<file path="src/rtl/mgmt_pkg.sv">
package mgmt_pkg;
    parameter int CTRL_W   = 32;
    parameter int DATA_W   = 16;
    parameter int ADDR_W   = 5;
    parameter int OP_BIT   = 29;
    parameter int TGT_LSB  = 18;
    parameter int DONE_BIT = 0;
    localparam int REG_LSB = TGT_LSB;
    localparam int PHY_LSB = TGT_LSB + ADDR_W;

    typedef enum logic {OP_WRITE = 1'b0, OP_READ = 1'b1} mgmt_op_e;
    typedef enum logic [1:0] {TGT_NONE = 2'd0, TGT_LOCAL = 2'd1, TGT_SEC = 2'd2} mgmt_tgt_e;

    typedef struct packed {
        mgmt_op_e            op;
        logic [ADDR_W-1:0]   phy;
        logic [ADDR_W-1:0]   regn;
        logic [DATA_W-1:0]   wdata;
    } mgmt_frame_t;

    function automatic mgmt_frame_t unpack_frame(input logic [CTRL_W-1:0] w);
        mgmt_frame_t f;
        f.op    = mgmt_op_e'(w[OP_BIT]);
        f.phy   = w[PHY_LSB +: ADDR_W];
        f.regn  = w[REG_LSB +: ADDR_W];
        f.wdata = w[DATA_W-1:0];
        return f;
    endfunction
endpackage

</file>
<file path="src/rtl/mgmt_frame_decode.sv">
module mgmt_frame_decode
    import mgmt_pkg::*;
(
    input  logic [CTRL_W-1:0] word,
    output mgmt_frame_t       frame
);
    always_comb frame = unpack_frame(word);
endmodule

</file>
<file path="src/rtl/mgmt_target_sel.sv">
module mgmt_target_sel
    import mgmt_pkg::*;
(
    input  logic              connected,
    input  logic [ADDR_W-1:0] local_addr,
    input  logic              sec_present,
    input  logic [ADDR_W-1:0] sec_addr,
    input  logic [ADDR_W-1:0] phy_addr,
    output mgmt_tgt_e         tgt
);
    always_comb begin
        tgt = TGT_NONE;
        if (connected) begin
            if (phy_addr == local_addr)                    tgt = TGT_LOCAL;
            else if (sec_present && phy_addr == sec_addr)  tgt = TGT_SEC;
        end
    end
endmodule

</file>
<file path="src/rtl/mgmt_done_evt.sv">
module mgmt_done_evt (
    input  logic clk,
    input  logic rst,
    input  logic set,
    input  logic clr,
    output logic done
);
    always_ff @(posedge clk) begin
        if (rst)      done <= 1'b0;
        else if (set) done <= 1'b1;
        else if (clr) done <= 1'b0;
    end


    done_after_set_chk: assert property (@(posedge clk) disable iff (rst)
        set |=> done);

    done_kept_chk: assert property (@(posedge clk) disable iff (rst)
        (done && !clr) |=> done);
endmodule

</file>
<file path="src/rtl/mgmt_phy_bridge.sv">
module mgmt_phy_bridge
    import mgmt_pkg::*;
(
    input  logic              clk,
    input  logic              rst,
    input  logic              cfg_phy_connected,
    input  logic [ADDR_W-1:0] cfg_local_addr,
    input  logic              cfg_sec_present,
    input  logic [ADDR_W-1:0] cfg_sec_addr,
    input  logic              host_wr,
    input  logic              host_sel_evt,
    input  logic [CTRL_W-1:0] host_wdata,
    output logic [CTRL_W-1:0] ctrl_q,
    output logic              busy,
    output logic              mgmt_done,
    output logic              loc_req,
    output logic              loc_we,
    output logic [ADDR_W-1:0] loc_reg,
    output logic [DATA_W-1:0] loc_wdata,
    input  logic              loc_ack,
    input  logic [DATA_W-1:0] loc_rdata,
    output logic              sec_req,
    output logic              sec_we,
    output logic [ADDR_W-1:0] sec_reg,
    output logic [DATA_W-1:0] sec_wdata,
    input  logic              sec_ack,
    input  logic [DATA_W-1:0] sec_rdata
);
    localparam int NPORT = 2;

    mgmt_frame_t dec, act_q;
    mgmt_tgt_e   tgt, act_tgt_q;

    mgmt_frame_decode u_dec (.word(host_wdata), .frame(dec));

    mgmt_target_sel u_sel (
        .connected  (cfg_phy_connected),
        .local_addr (cfg_local_addr),
        .sec_present(cfg_sec_present),
        .sec_addr   (cfg_sec_addr),
        .phy_addr   (dec.phy),
        .tgt        (tgt)
    );

    logic              ctrl_fire, hit, done_set, done_clr;
    logic [NPORT-1:0]  req_vec, ack_vec;
    logic [DATA_W-1:0] rdata_arr [NPORT];
    logic              ack_sel;
    logic [DATA_W-1:0] rdata_sel;

    assign ctrl_fire = host_wr && !host_sel_evt && !busy;
    assign hit       = (tgt != TGT_NONE);

    assign ack_vec      = {sec_ack, loc_ack};
    assign rdata_arr[0] = loc_rdata;
    assign rdata_arr[1] = sec_rdata;

    for (genvar g = 0; g < NPORT; g++) begin : g_port
        localparam mgmt_tgt_e MY_TGT = (g == 0) ? TGT_LOCAL : TGT_SEC;
        assign req_vec[g] = busy && (act_tgt_q == MY_TGT);
    end

    always_comb begin
        ack_sel   = 1'b0;
        rdata_sel = '0;
        for (int i = 0; i < NPORT; i++) begin
            if (req_vec[i]) begin
                ack_sel   = ack_vec[i];
                rdata_sel = rdata_arr[i];
            end
        end
    end

    assign loc_req   = req_vec[0];
    assign sec_req   = req_vec[1];
    assign loc_we    = req_vec[0] && (act_q.op == OP_WRITE);
    assign sec_we    = req_vec[1] && (act_q.op == OP_WRITE);
    assign loc_reg   = act_q.regn;
    assign sec_reg   = act_q.regn;
    assign loc_wdata = act_q.wdata;
    assign sec_wdata = act_q.wdata;

    always_ff @(posedge clk) begin
        if (rst) begin
            ctrl_q    <= '0;
            busy      <= 1'b0;
            act_q     <= '0;
            act_tgt_q <= TGT_NONE;
        end else if (ctrl_fire) begin
            act_q     <= dec;
            act_tgt_q <= tgt;
            busy      <= hit;
            if (dec.op == OP_READ && !hit)
                ctrl_q <= {host_wdata[CTRL_W-1:DATA_W], {DATA_W{1'b1}}};
            else
                ctrl_q <= host_wdata;
        end else if (busy && ack_sel) begin
            busy <= 1'b0;
            if (act_q.op == OP_READ) ctrl_q[DATA_W-1:0] <= rdata_sel;
        end
    end

    assign done_set = (ctrl_fire && !hit) || (busy && ack_sel);
    assign done_clr = host_wr && host_sel_evt && host_wdata[DONE_BIT];

    mgmt_done_evt u_evt (
        .clk (clk),
        .rst (rst),
        .set (done_set),
        .clr (done_clr),
        .done(mgmt_done)
    );


    one_port_chk: assert property (@(posedge clk) disable iff (rst)
        $onehot0({loc_req, sec_req}));

    busy_hold_chk: assert property (@(posedge clk) disable iff (rst)
        (busy && !loc_ack && !sec_ack) |=> ($stable(ctrl_q) && busy));

    upper_keep_chk: assert property (@(posedge clk) disable iff (rst)
        (busy && (loc_ack || sec_ack)) |=> $stable(ctrl_q[CTRL_W-1:DATA_W]));

    disc_no_req_chk: assert property (@(posedge clk) disable iff (rst)
        (!cfg_phy_connected && !busy) |=> (!loc_req && !sec_req));

    fall_done_chk: assert property (@(posedge clk) disable iff (rst)
        $fell(busy) |-> mgmt_done);
endmodule

</file>
<file path="config.mk">
export PLATFORM = sky130hd
export DESIGN_NAME = mgmt_phy_bridge
export DESIGN_NICKNAME = d
export VERILOG_FILES = /design/src/rtl/mgmt_pkg.sv /design/src/rtl/mgmt_frame_decode.sv /design/src/rtl/mgmt_target_sel.sv /design/src/rtl/mgmt_done_evt.sv /design/src/rtl/mgmt_phy_bridge.sv
export SDC_FILE = /design/constraint.sdc
export NUM_CORES = 1
export LEC_CHECK = 0
export BUFFER_PORTS_ARGS = -buffer_cell sky130_fd_sc_hd__buf_4
export CAP_MARGIN = 20
export CORE_AREA = 2 2 85 87
export DETAILED_ROUTE_END_ITERATION = 8
export DIE_AREA = 0 0 87 89
export HOLD_SLACK_MARGIN = 0.03
export PLACE_DENSITY_LB_ADDON = 0.3
export SYNTH_ARGS = -nofsm -noshare
export SYNTH_HDL_FRONTEND = slang
export SYNTH_SLANG_ARGS = --single-unit
</file>
<file path="constraint.sdc">
create_clock -name clk -period 3.66 [get_ports clk]
set_clock_uncertainty 0.1 [all_clocks]
set_input_delay 0.366 -clock clk [delete_from_list [all_inputs] [get_ports clk]]
set_output_delay 0.366 -clock clk [all_outputs]
set_load 0.02 [all_outputs]
</file>
==> summary by stage <==
Floorplan
The placeable core area is 6720 sq um. From left edge to right edge, the die measures 87 um. The effective utilization at floorplan is 39.1%.

For this design the top-level I/O count stands at 162. The number of rows in the core area is 30. The floorplan step set the die height to 89 um. The die covers 7740 sq um.

Setup path
The signal on the critical path passes through or3b_2, buf_4, nor2_1, nor2_1, a21oi_1, o31ai_1. The endpoint of the lowest-slack register-to-register path is ctrl_q[13]. STA classifies the critical path endpoint as a flip-flop. The worst setup path is launched from a flip-flop.

The depth of the worst register-to-register path is 6. The critical path's largest stage delay is 0.94 ns. Across all register-to-register paths, the minimum setup slack is 1.14 ns. The most critical setup path has its endpoint at ctrl_q[13]. The slowest stage cell on the critical path is sky130_fd_sc_hd__dfxtp_1. The setup path with the least slack is of type flip-flop to flip-flop. The startpoint identified for the worst register-to-register timing path is busy.

The data arrival time of the critical path is 2.63 ns. The most numerous cell on the critical path is sky130_fd_sc_hd__nor2_1. The worst setup path startpoint is busy. For the worst setup path, the data required time is 3.77 ns. The biggest fanout along the worst timing path is 37.

Synthesis
Counting every net in the synthesized netlist gives 417. The synthesized netlist devotes 22.3% of its cell area to compound gates. In this run the mean area of a mapped cell was 7.84 sq um. The simple-gate share of the synthesized area is 22.4%. After synthesis, the largest family of logic cells by area is simple AND/OR/NAND/NOR gates. The count of cell types in the netlist is 35. For this run, the leading register cell type out of synthesis is sky130_fd_sc_hd__dfxtp_1. The synthesized netlist devotes 0% of its cell area to adder and majority cells. Summing every instance area after synthesis gives 2630 sq um. The share of synthesized registers carrying an async set or reset is 0%. Counting flops with a built-in enable in the synthesized netlist gives 0. The share of synthesized area spent on multiplexers is 0%. The cell count after synthesis came out at 335. The sequential share of the synthesized area is 39.7%.

After synthesis the netlist holds a flip-flop and latch count of 52. The XOR/XNOR share of the synthesized area is 3.34%. Yosys printed 0 warnings.

Global routing
Summed over all layers, the global routing overflow is 0. The number of antenna violations at the first check in global routing was 0. The largest net degree at the start of global routing is 54.

The number of global-route vias before repair is 2,458. Across every metal layer, demand over resource in global routing totals 19.2%. The wire length of the first global-routing pass is 11,700 um.

Finish
The filler cell count in the final layout is 683. The final antenna diode count is 0. The number of nets in the finished design is 538. The count of placed standard cells in the final layout, fillers left out is 537. The total area of multi-input combinational cells is 1270 sq um. The sequential cells in the finished layout cover a total of 1040 sq um.

The post-synthesis to final-layout area growth is 42.9%. The ratio of cells with drive above 1 in the final layout is 40.0%.

STA
The count of final setup violators is 0. The hold violation total from the final report is 0. The final-layout setup total negative slack is 0 ns. The final count of pins violating max slew is 0. Setup repair after global routing left no endpoint under its margin. The remaining max-slew budget at the tightest pin is 38.3%. After layout, the worst path uses 68.9% of the clock period. The clock period minus final worst setup slack is 2.52 ns. For the pin with the worst max-slew slack, the measured transition is 0.924 ns.

For this run, the top clock speed supported by timing is 0.397 GHz.

Clock tree
Post-CTS repair changed the size of 0 cells. The clock latency at the later pin of the worst-skew pair is 0.30 ns. Post-CTS timing repair inserted 0 buffers for setup. The number of buffers inserted during clock tree synthesis is 5. The clock-pin transition on the worst setup and hold timing paths is 0.09 ns.

The buffer cell driving the clock tree root is sky130_fd_sc_hd__clkbuf_8. The count of hold buffers inserted by post-cts repair is 0. The maximum number of buffers from clock root to sink is 2.

The clock tree from TritonCTS is built. In this run the number of H-tree levels came out at 2. The CTS sink count is 52.

Pwr
The clock network burns 26.6% of the power. The power density over the cells is 338 nW/um^2. The maximum VDD drop is 0.000134 V. The fraction of power spent switching nets is 28.8%. The total net switching power is 0.000365 W. Per report_power, the combinational group accounts for 24.2% of the total. Internal power comes to 0.000902 W.

After layout, the design draws a total of 0.00127 W. The analysis attributes to cell leakage a power of 1.77 nW. The register share of total power is 49.2%.

Routing
The first TritonRoute pass finished after 5 iterations. The via-per-instance ratio is 5.07. The detailed router's first-iteration violation count is 113. In the routed design, unresolved DRC markers number 0. Summing over every cut layer, the via total after detailed routing is 2,722. The detail route stage leaves a number of antenna-violating nets equal to 0. The average wire length per cell after detail routing is 14.6 um. The routed wire length is 7840 um.

Flow run
The tool flagged a number of max-cap violations equal to 0.

Place
After detailed placement, the design holds a cell count of 527. The final weighted congestion in routability-driven placement is 0.793. Summed over all nets, the half-perimeter wirelength after detailed placement is 5860 um.

During placement, the flow inserted port buffers numbering 161.

Min path
The worst hold path belongs to the class primary input to flip-flop. The hold-critical path depth is 3.

Run status
The run finished with clean final reports.
## registers in the layout, indices dropped and copies added, names as in the netlist
register	flops
loc_wdata	16
busy	1
u_evt.done	1
act_tgt_q	2
ctrl_q	32
## cells in the final DEF (no fill, tap or decap), types with 3 or more instances in the layout
cell	Yosys	final
sky130_fd_sc_hd__a22o_1	15	15
sky130_fd_sc_hd__o41ai_1	3	3
sky130_fd_sc_hd__and2_1	3	3
sky130_fd_sc_hd__xor2_1	3	3
sky130_fd_sc_hd__o31ai_1	11	11
sky130_fd_sc_hd__and3b_1	4	4
sky130_fd_sc_hd__xnor2_1	7	7
sky130_fd_sc_hd__buf_4	26	165
sky130_fd_sc_hd__a21oi_1	50	50
sky130_fd_sc_hd__nor2_1	42	42
sky130_fd_sc_hd__clkbuf_8	0	6
sky130_fd_sc_hd__dfxtp_1	52	52
sky130_fd_sc_hd__nand2_1	67	67
## power by group through the flow
stage	combinational (W)	sequential, W	clock, W
after floorplan	0.000122	0.000673	0
after global placement	0.000305	0.000636	0
after detailed placement	0.000310	0.000637	0
after CTS	0.000310	0.000624	0.000343
after global routing	0.000331	0.000628	0.000368
final	0.000307	0.000623	0.000337
## cells by family after synthesis
logic type | Yosys count
AND/OR/NAND/NOR | 133
AO/OA/AOI/OAI | 88
flip-flops | 52
buffers and inverters | 52
XOR/XNOR | 10
## area by class of cell
| cell class | count | area share (%) |
|---|---|---|
| tap | 80 | 2.67 |
| clock inverter | 2 | 0.267 |
| sequential | 52 | 27.8 |
| clock buffer | 6 | 2.20 |
| timing repair buffer | 166 | 33.3 |
| multi-input combinational | 231 | 33.8 |
## layer usage
layer,vias to the layer above,GRT usage (%),routed length (um)
li1,1353,-,-
met1,1253,24.5,3280
met2,110,32.5,3940
met3,6,3.14,559
met4,0,6.96,69
met5,-,0,0
## synth_stat cells (all sizes together), types with 2 or more instances
| cell type | n | area share [%] |
|---|---|---|
| nor2b | 2 | 0.48 |
| buf | 37 | 10 |
| o31ai | 12 | 3.6 |
| o21a | 2 | 0.57 |
| and2 | 3 | 0.72 |
| o41ai | 5 | 2.2 |
| or3b | 3 | 1.0 |
| a21oi | 50 | 9.5 |
| nor3b | 2 | 0.76 |
| a22oi | 2 | 0.76 |
| xor2 | 3 | 1.0 |
| a22o | 15 | 5.0 |
| nand3 | 2 | 0.38 |
| and3 | 3 | 0.91 |
| dfxtp | 52 | 40 |
| clkbuf | 15 | 2.1 |
| nand4 | 2 | 0.48 |
| and3b | 4 | 1.3 |
| nor2 | 42 | 6.0 |
| xnor2 | 7 | 2.3 |
| nand2 | 67 | 9.6 |
## how the worst min path moves through the flow
stage | from | to | slack (ns)
after global routing | host_wdata[28] | ctrl_q[28] | 0.19
after CTS | host_wdata[28] | ctrl_q[28] | 0.19
after floorplan | act_tgt_q[1] | act_tgt_q[1] | 0.36
final | host_wdata[31] | ctrl_q[31] | 0.20
after global placement | ctrl_q[24] | ctrl_q[24] | 0.35
after detailed placement | ctrl_q[26] | ctrl_q[26] | 0.35
## critical path, delay by kind of cell, from the launching register on
| kind | cells | cell delay, ns |
|---|---|---|
| AOI/OAI and AO/OA | 2 | 0.32 |
| DFF | 1 | 0.94 |
| buffers and inverters | 1 | 0.42 |
| and+or+nand+nor | 3 | 0.63 |
## through the flow
step	utilization, %	setup slack [ns]	hold slack [ns]	instance area, sq um
3_5_place_dp	54.2	1.16	0.348	3640
5_1_grt	55.8	0.916	0.188	3750
6_report	55.8	1.14	0.199	3750
4_1_cts	55.5	1.07	0.191	3730
2_1_floorplan	-	1.78	0.358	2630
3_3_place_gp	54.2	1.26	0.345	3640
Power figures use the tool's default switching activity.
